## src/rtl/rsw_pkg.sv

```systemverilog
package rsw_pkg;
  localparam int ENT_N = 8;
  localparam int IDX_W = $clog2(ENT_N);

  // strobes from control to datapath, one-hot per slot
  typedef struct packed {
    logic [ENT_N-1:0] insOh;
    logic [ENT_N-1:0] issOh;
  } rsw_strb_t;
endpackage

```

## src/rtl/rsw_ctrl.sv

```systemverilog
module rsw_ctrl
  import rsw_pkg::*;
(
  input  logic             clk,
  input  logic             rstN,
  input  logic             flush,
  input  logic             insValid,
  input  logic [ENT_N-1:0] eligVec,
  output logic             insReady,
  output logic             issValid,
  output logic [ENT_N-1:0] validVec,
  output rsw_strb_t        strb
);
  logic [ENT_N-1:0] validQ;
  logic [IDX_W-1:0] ageQ [ENT_N];
  logic [ENT_N-1:0] freeOh;
  logic [ENT_N-1:0] pickOh;
  logic [ENT_N-1:0] readyVec;
  logic [IDX_W-1:0] pickAge;
  logic             pickFound;
  logic [IDX_W:0]   occCnt;
  logic [IDX_W:0]   newAgeW;

  assign readyVec = validQ & eligVec;
  assign validVec = validQ;

  // lowest free slot
  always_comb begin
    freeOh = '0;
    for (int i = ENT_N - 1; i >= 0; i--) begin
      if (!validQ[i]) begin
        freeOh    = '0;
        freeOh[i] = 1'b1;
      end
    end
  end

  // oldest ready slot: ages are dense ranks, smallest is oldest
  always_comb begin
    pickOh    = '0;
    pickAge   = '1;
    pickFound = 1'b0;
    for (int i = 0; i < ENT_N; i++) begin
      if (readyVec[i] && (!pickFound || ageQ[i] < pickAge)) begin
        pickFound = 1'b1;
        pickAge   = ageQ[i];
        pickOh    = '0;
        pickOh[i] = 1'b1;
      end
    end
  end

  always_comb begin
    occCnt = '0;
    for (int i = 0; i < ENT_N; i++) begin
      occCnt = occCnt + {{IDX_W{1'b0}}, validQ[i]};
    end
  end

  assign insReady   = |(~validQ);
  assign issValid   = pickFound & ~flush;
  assign strb.insOh = (insValid && insReady && !flush) ? freeOh : '0;
  assign strb.issOh = flush ? '0 : pickOh;
  assign newAgeW    = occCnt - {{IDX_W{1'b0}}, issValid};

  always_ff @(posedge clk or negedge rstN) begin
    if (!rstN) begin
      validQ <= '0;
      for (int i = 0; i < ENT_N; i++) ageQ[i] <= '0;
    end else if (flush) begin
      validQ <= '0;
    end else begin
      for (int i = 0; i < ENT_N; i++) begin
        if (strb.insOh[i]) begin
          validQ[i] <= 1'b1;
          ageQ[i]   <= newAgeW[IDX_W-1:0];
        end else if (strb.issOh[i]) begin
          validQ[i] <= 1'b0;
        end else if (validQ[i] && issValid && ageQ[i] > pickAge) begin
          ageQ[i] <= ageQ[i] - 1'b1;
        end
      end
    end
  end
endmodule

```

## src/rtl/rsw_data.sv

```systemverilog
module rsw_data
  import rsw_pkg::*;
#(
  parameter int TAG_W  = 4,
  parameter int DATA_W = 32,
  parameter int OP_W   = 6
) (
  input  logic              clk,
  input  logic              rstN,
  input  rsw_strb_t         strb,
  input  logic [OP_W-1:0]   insOp,
  input  logic [TAG_W-1:0]  insDst,
  input  logic              insARdy,
  input  logic [TAG_W-1:0]  insATag,
  input  logic [DATA_W-1:0] insAVal,
  input  logic              insBRdy,
  input  logic [TAG_W-1:0]  insBTag,
  input  logic [DATA_W-1:0] insBVal,
  input  logic              bcValid,
  input  logic [TAG_W-1:0]  bcTag,
  input  logic [DATA_W-1:0] bcVal,
  output logic [ENT_N-1:0]  eligVec,
  output logic [OP_W-1:0]   issOp,
  output logic [TAG_W-1:0]  issDst,
  output logic [DATA_W-1:0] issA,
  output logic [DATA_W-1:0] issB
);
  logic [OP_W-1:0]   opArr  [ENT_N];
  logic [TAG_W-1:0]  dstArr [ENT_N];
  logic [DATA_W-1:0] aArr   [ENT_N];
  logic [DATA_W-1:0] bArr   [ENT_N];

  // insert-time snoop so a result in the insert cycle is not missed
  logic insAHit, insBHit;
  assign insAHit = !insARdy && bcValid && (bcTag == insATag);
  assign insBHit = !insBRdy && bcValid && (bcTag == insBTag);

  for (genvar g = 0; g < ENT_N; g++) begin : gSlot
    logic [OP_W-1:0]   opQ;
    logic [TAG_W-1:0]  dstQ;
    logic              aRdyQ, bRdyQ;
    logic [TAG_W-1:0]  aTagQ, bTagQ;
    logic [DATA_W-1:0] aValQ, bValQ;
    logic              aHit, bHit;

    assign aHit = !aRdyQ && bcValid && (bcTag == aTagQ);
    assign bHit = !bRdyQ && bcValid && (bcTag == bTagQ);

    always_ff @(posedge clk or negedge rstN) begin
      if (!rstN) begin
        opQ   <= '0;
        dstQ  <= '0;
        aRdyQ <= 1'b0;
        bRdyQ <= 1'b0;
        aTagQ <= '0;
        bTagQ <= '0;
        aValQ <= '0;
        bValQ <= '0;
      end else if (strb.insOh[g]) begin
        opQ   <= insOp;
        dstQ  <= insDst;
        aTagQ <= insATag;
        bTagQ <= insBTag;
        aRdyQ <= insARdy | insAHit;
        bRdyQ <= insBRdy | insBHit;
        aValQ <= insAHit ? bcVal : insAVal;
        bValQ <= insBHit ? bcVal : insBVal;
      end else begin
        if (aHit) begin
          aRdyQ <= 1'b1;
          aValQ <= bcVal;
        end
        if (bHit) begin
          bRdyQ <= 1'b1;
          bValQ <= bcVal;
        end
      end
    end

    assign eligVec[g] = aRdyQ & bRdyQ;
    assign opArr[g]   = opQ;
    assign dstArr[g]  = dstQ;
    assign aArr[g]    = aValQ;
    assign bArr[g]    = bValQ;
  end

  // one-hot OR mux toward the functional unit
  always_comb begin
    issOp  = '0;
    issDst = '0;
    issA   = '0;
    issB   = '0;
    for (int i = 0; i < ENT_N; i++) begin
      if (strb.issOh[i]) begin
        issOp  = issOp  | opArr[i];
        issDst = issDst | dstArr[i];
        issA   = issA   | aArr[i];
        issB   = issB   | bArr[i];
      end
    end
  end
endmodule

```

## src/rtl/rs_wakeup_select.sv

```systemverilog
module rs_wakeup_select
  import rsw_pkg::*;
#(
  parameter int TAG_W  = 4,
  parameter int DATA_W = 32,
  parameter int OP_W   = 6
) (
  input  logic              clk,
  input  logic              rstN,
  input  logic              flush,
  input  logic              insValid,
  output logic              insReady,
  input  logic [OP_W-1:0]   insOp,
  input  logic [TAG_W-1:0]  insDst,
  input  logic              insARdy,
  input  logic [TAG_W-1:0]  insATag,
  input  logic [DATA_W-1:0] insAVal,
  input  logic              insBRdy,
  input  logic [TAG_W-1:0]  insBTag,
  input  logic [DATA_W-1:0] insBVal,
  input  logic              bcValid,
  input  logic [TAG_W-1:0]  bcTag,
  input  logic [DATA_W-1:0] bcVal,
  output logic              issValid,
  output logic [OP_W-1:0]   issOp,
  output logic [TAG_W-1:0]  issDst,
  output logic [DATA_W-1:0] issA,
  output logic [DATA_W-1:0] issB
);
  rsw_strb_t        strb;
  logic [ENT_N-1:0] eligVec;
  logic [ENT_N-1:0] validVec;

  rsw_ctrl u_ctrl (
    .clk      (clk),
    .rstN     (rstN),
    .flush    (flush),
    .insValid (insValid),
    .eligVec  (eligVec),
    .insReady (insReady),
    .issValid (issValid),
    .validVec (validVec),
    .strb     (strb)
  );

  rsw_data #(
    .TAG_W  (TAG_W),
    .DATA_W (DATA_W),
    .OP_W   (OP_W)
  ) u_data (
    .clk     (clk),
    .rstN    (rstN),
    .strb    (strb),
    .insOp   (insOp),
    .insDst  (insDst),
    .insARdy (insARdy),
    .insATag (insATag),
    .insAVal (insAVal),
    .insBRdy (insBRdy),
    .insBTag (insBTag),
    .insBVal (insBVal),
    .bcValid (bcValid),
    .bcTag   (bcTag),
    .bcVal   (bcVal),
    .eligVec (eligVec),
    .issOp   (issOp),
    .issDst  (issDst),
    .issA    (issA),
    .issB    (issB)
  );
endmodule

```

## config.mk

```make
export PLATFORM = sky130hd
export DESIGN_NAME = rs_wakeup_select
export DESIGN_NICKNAME = d
export VERILOG_FILES = /design/src/rtl/rsw_pkg.sv /design/src/rtl/rsw_ctrl.sv /design/src/rtl/rsw_data.sv /design/src/rtl/rs_wakeup_select.sv
export SDC_FILE = /design/constraint.sdc
export NUM_CORES = 2
export LEC_CHECK = 0
export ABC_AREA = 0
export BUFFER_PORTS_ARGS = -buffer_cell sky130_fd_sc_hd__buf_2
export CORE_ASPECT_RATIO = 1.2
export CORE_MARGIN = 10
export CORE_UTILIZATION = 56
export DETAILED_ROUTE_END_ITERATION = 6
export PLACE_DENSITY = 0.76
export SLEW_MARGIN = 20
export SYNTH_ARGS = -nofsm -noshare
export SYNTH_HDL_FRONTEND = slang
export SYNTH_SLANG_ARGS = --single-unit
export TNS_END_PERCENT = 30
```

## constraint.sdc

```tcl
create_clock -name clk -period 14.8 [get_ports clk]
set_clock_uncertainty 0.05 [all_clocks]
set_input_delay 3.7 -clock clk [delete_from_list [all_inputs] [get_ports clk]]
set_output_delay 3.7 -clock clk [all_outputs]
set_load 0.1 [all_outputs]
```

==> run summary <==
The number of setup violations in the final report came out at 0. The layout cell share with drive strength beyond 1 came out at 14.3%. The maximum fanout along the worst path came out at 25. The number of nets in the synthesized netlist came out at around 4500. The HPWL after detailed placement came out at 79.5 mm.

The flow ran to the end, but the final reports show violations. OpenSTA, run right after detailed placement, puts the worst setup slack at -73.9 ps. In this run the most used layer during global routing was met2. The leakage power is 18.5 nW.

The number of placed instances, taps included, is around 5000. In this run the core area contains 102 standard-cell rows. Setup repair after global routing could not meet its margin everywhere.

Counting stages on the worst path, the most repeated cell is sky130_fd_sc_hd__ha_1. The number of synthesized flops with an enable pin is 0. The number of buffers inserted for hold repair after clock tree synthesis came out at 0. The final cell area excluding filler cells came out at 42000 um^2. The mean instance size in the synthesized netlist is 8.32 um^2. The detailed router's first-iteration violation count is ~4900. During I/O placement, the number of pins put on the boundary was 201.

The endpoint type of the worst setup path is an output pin. The post-detailed-route wirelength per cell came out at roughly 26 um. The worst hold margin is 424 ps. The clock latency reported for the late side of the worst-skew pair came out at 650 ps.

The residual DRC count came out at 1. The global placer's final weighted congestion is around 0.93. The clock slew seen by the registers of the worst setup and hold paths came out at around 60 ps. The number of buffers inserted during clock tree synthesis is 74. After detailed routing, the total wire length is 132 mm. The power per cell area came out at 146 nW/um^2. The via count of the first global-routing pass came out at roughly 34000.

Once routing completed, OpenROAD measured the worst setup slack at 284 ps. Relative to the synthesized area, the layout overhead comes to 15.9%. The share of flip-flops with an asynchronous set or reset after synthesis came out at between 90% and 100%. The count of pins over their slew limit is 0.

The combined global-route utilization of all metal layers came out at between 30% and 40%. The first global-routing pass estimated 200 mm of wire. Global routing consumed, on the met3 layer, 8.53% of the routing resources. The standard cell core area came out at 64300 um^2. The checks that failed: design-rule violations. The most common cell in the synthesized netlist is sky130_fd_sc_hd__nor2_1.

The instance area after placement is 38700 um^2. In the synthesized netlist, the cells that appear most often are sky130_fd_sc_hd__nor2_1 (1079), sky130_fd_sc_hd__dfrtp_1 (704), sky130_fd_sc_hd__nand2_1 (599). Counting I/O delays and the setup requirement, the final critical path takes 14520 ps. The synthesized design devotes to its leading area cell type roughly half of total area. The count of buffers from port buffering is 200. The number of buffer and inverter stages on the critical path is 4. The count of mapped cells out of synthesis is 4363. The met2 demand-to-capacity share in global routing came out at 53.4%.

After the last flow step, the layout net total stands at ~4400. The clock passes through at most 3 buffers. The overall die height is 299 um.

The worst hold path belongs to the class reg -> reg. The number of standard cells in the layout, taps in and fillers out is 5163. The overall via count from detail_route came out at 34900.

Sequential cells were found to cover approximately half of the synthesized design area. For this run, global-route usage on met1 was measured as 41.2%. Dividing the final minimum period by the clock period gives 98.1%.

In this design, the stage delay of the slowest critical-path cell is between 400 and 500 ps. Summing every instance area after synthesis gives 36300 um^2. STA puts the critical path data required time at 11050 ps. At the pin with the least slew margin, the transition time is 1180 ps. The critical path arrival came out at 10770 ps. The total count of hold-check failures in the final report came out at 0. The H-tree was split into 3 levels. The largest net degree at the start of global routing is ~170. The critical path is of the reg -> out type.

The number of iterations in the first detailed-routing pass is 7. The fmax is 68.9 MHz. The most used flip-flop cell after synthesis is sky130_fd_sc_hd__dfrtp_1. The initial utilization of the core area, before any placement, comes to 56.4%.

The synthesized design contains 704 register bits. The number of distinct library cell variants in the gate-level netlist after synthesis came out at 83. The number of max-cap violations is 0. The leftover overflow at the end of global routing came out at 0.

The overall die width is 252 um. Clock tree synthesis selected as its root buffer the cell sky130_fd_sc_hd__clkbuf_16. The worst setup path is launched from a flip-flop. Sorting the synthesized cells by area gives the leading types as sky130_fd_sc_hd__dfrtp_1 (49%), sky130_fd_sc_hd__nor2_1 (11%), sky130_fd_sc_hd__o22ai_1 (9.0%). The cell type with the highest aggregate area in the netlist is sky130_fd_sc_hd__dfrtp_1. After routing, the total negative slack on setup checks comes to 0 ps.

The clock net in this run drives a total of around 700 sinks. The detailed-route vias per instance came out at 6.76. The normalized max-slew margin came out at about 21%. The number of antenna violations at the first check in global routing came to 12.

The area of the die is 75400 um^2. The number of nets still failing antenna checks after routing came out at 0. The master of the slowest instance on the critical path is sky130_fd_sc_hd__a2111o_1. The worst supply voltage drop on vdd is between 0.1 and 0.15 mV. The TritonCTS clock tree is done.

Grouping stages by cell kind, the critical path spends the most delay in compound AO/OA/AOI/OAI gates. The count of synthesis-stage warnings from yosys is 0.
## layout make-up
type	count	area [um^2]
repair buffers	293	3010
clock inverters	24	352
clock buffers	104	2160
diodes	5	12.5
flip-flops and latches	704	17600
well taps	832	1040
inverters	76	285
multi-input cells	3125	17600
fillers	5118	22300
## through the flow
step / utilization (%) / power [mW]
5_1_grt: 65.4 / 6.40
6_report: 65.4 / 6.13
2_1_floorplan: - / 3.68
3_5_place_dp: 60.2 / 4.12
4_1_cts: 64.4 / 6.06
3_3_place_gp: 60.1 / 4.04
## state kept, by name, summed over array words and instances, names as in the netlist
register / cells
u_ctrl.ageQ: 24
u_data.gSlot.dstQ: 32
u_data.gSlot.bValQ: 256
u_data.gSlot.bRdyQ: 8
u_ctrl.validVec: 8
u_data.gSlot.aTagQ: 32
u_data.gSlot.aRdyQ: 8
u_data.gSlot.opQ: 48
u_data.gSlot.bTagQ: 32
u_data.gSlot.aValQ: 256
## final timing paths
path / from / endpoint / slack [ps] / cells after the start
worst max-delay path: u_data.gSlot[0].aRdyQ / issA[10] / 280 / 44
worst min-delay path: u_data.gSlot[6].dstQ[0] / u_data.gSlot[6].dstQ[0] / 420 / 2
worst max register to register: u_data.gSlot[0].aRdyQ / u_ctrl.ageQ[14] / 2750 / 51
worst min register to register: u_data.gSlot[6].dstQ[0] / u_data.gSlot[6].dstQ[0] / 420 / 2
max in group asynchronous: rstN / u_data.gSlot[4].bValQ[19] / 10020 / 2
min in group asynchronous: rstN / u_data.gSlot[7].opQ[2] / 3090 / 1
## worst min-delay path: cells and delay by family, from the launching register on
family	cells	cell delay [ps]
flip-flops	1	350
AND/OR/NAND/NOR	2	100
## cells by family (layout without fill, tap and decap cells)
group           Yosys count  in the layout  synth area share (%)
buf+inv                 536            497                  5.88
simple gates           1826           1826                  19.9
other cells               0              5                     0
mux                      92             92                  2.81
fa+ha+maj                50             50                  1.81
compound gates         1109           1111                  20.0
flops                   704            704                  48.5
xor+xnor                 46             46                  1.11
## cell usage in the layout (no fill, tap or decap), types with 55 or more instances in the layout
cell type,instances
sky130_fd_sc_hd__nor2_1,1076
sky130_fd_sc_hd__dfrtp_1,703
sky130_fd_sc_hd__nand2_1,599
sky130_fd_sc_hd__o22ai_1,521
sky130_fd_sc_hd__o21ai_0,135
sky130_fd_sc_hd__buf_2,125
sky130_fd_sc_hd__a221oi_1,79
sky130_fd_sc_hd__buf_12,79
sky130_fd_sc_hd__buf_4,79
sky130_fd_sc_hd__a22oi_1,77
sky130_fd_sc_hd__clkbuf_16,77
sky130_fd_sc_hd__inv_1,73
sky130_fd_sc_hd__mux2_2,55
## per-layer routing
metal / routed length [um] / share of wire, % / vias up
met4: 7710 / 5.8 / 12
met2: 61800 / 47 / 2428
met3: 15300 / 12 / 577
li1: - / - / 15000
met5: 84 / 0.064 / -
met1: 47300 / 36 / 16900
## power breakdown
group | leakage (nW) | switching [mW] | internal (mW)
Clock | 1.24 | 0.828 | 1.13
Combinational | 8.88 | 0.804 | 0.498
Sequential | 8.42 | 0.366 | 2.51
Total | 18.5 | 2.00 | 4.13
## what timing repair did
item	in CTS	in global routing
pin swaps	1	7
buffers inserted	2	5
cloned	1	5
resized for setup	48	110
endpoints found under the setup margin	74	74
No activity file was read; power rests on OpenSTA's default activity.
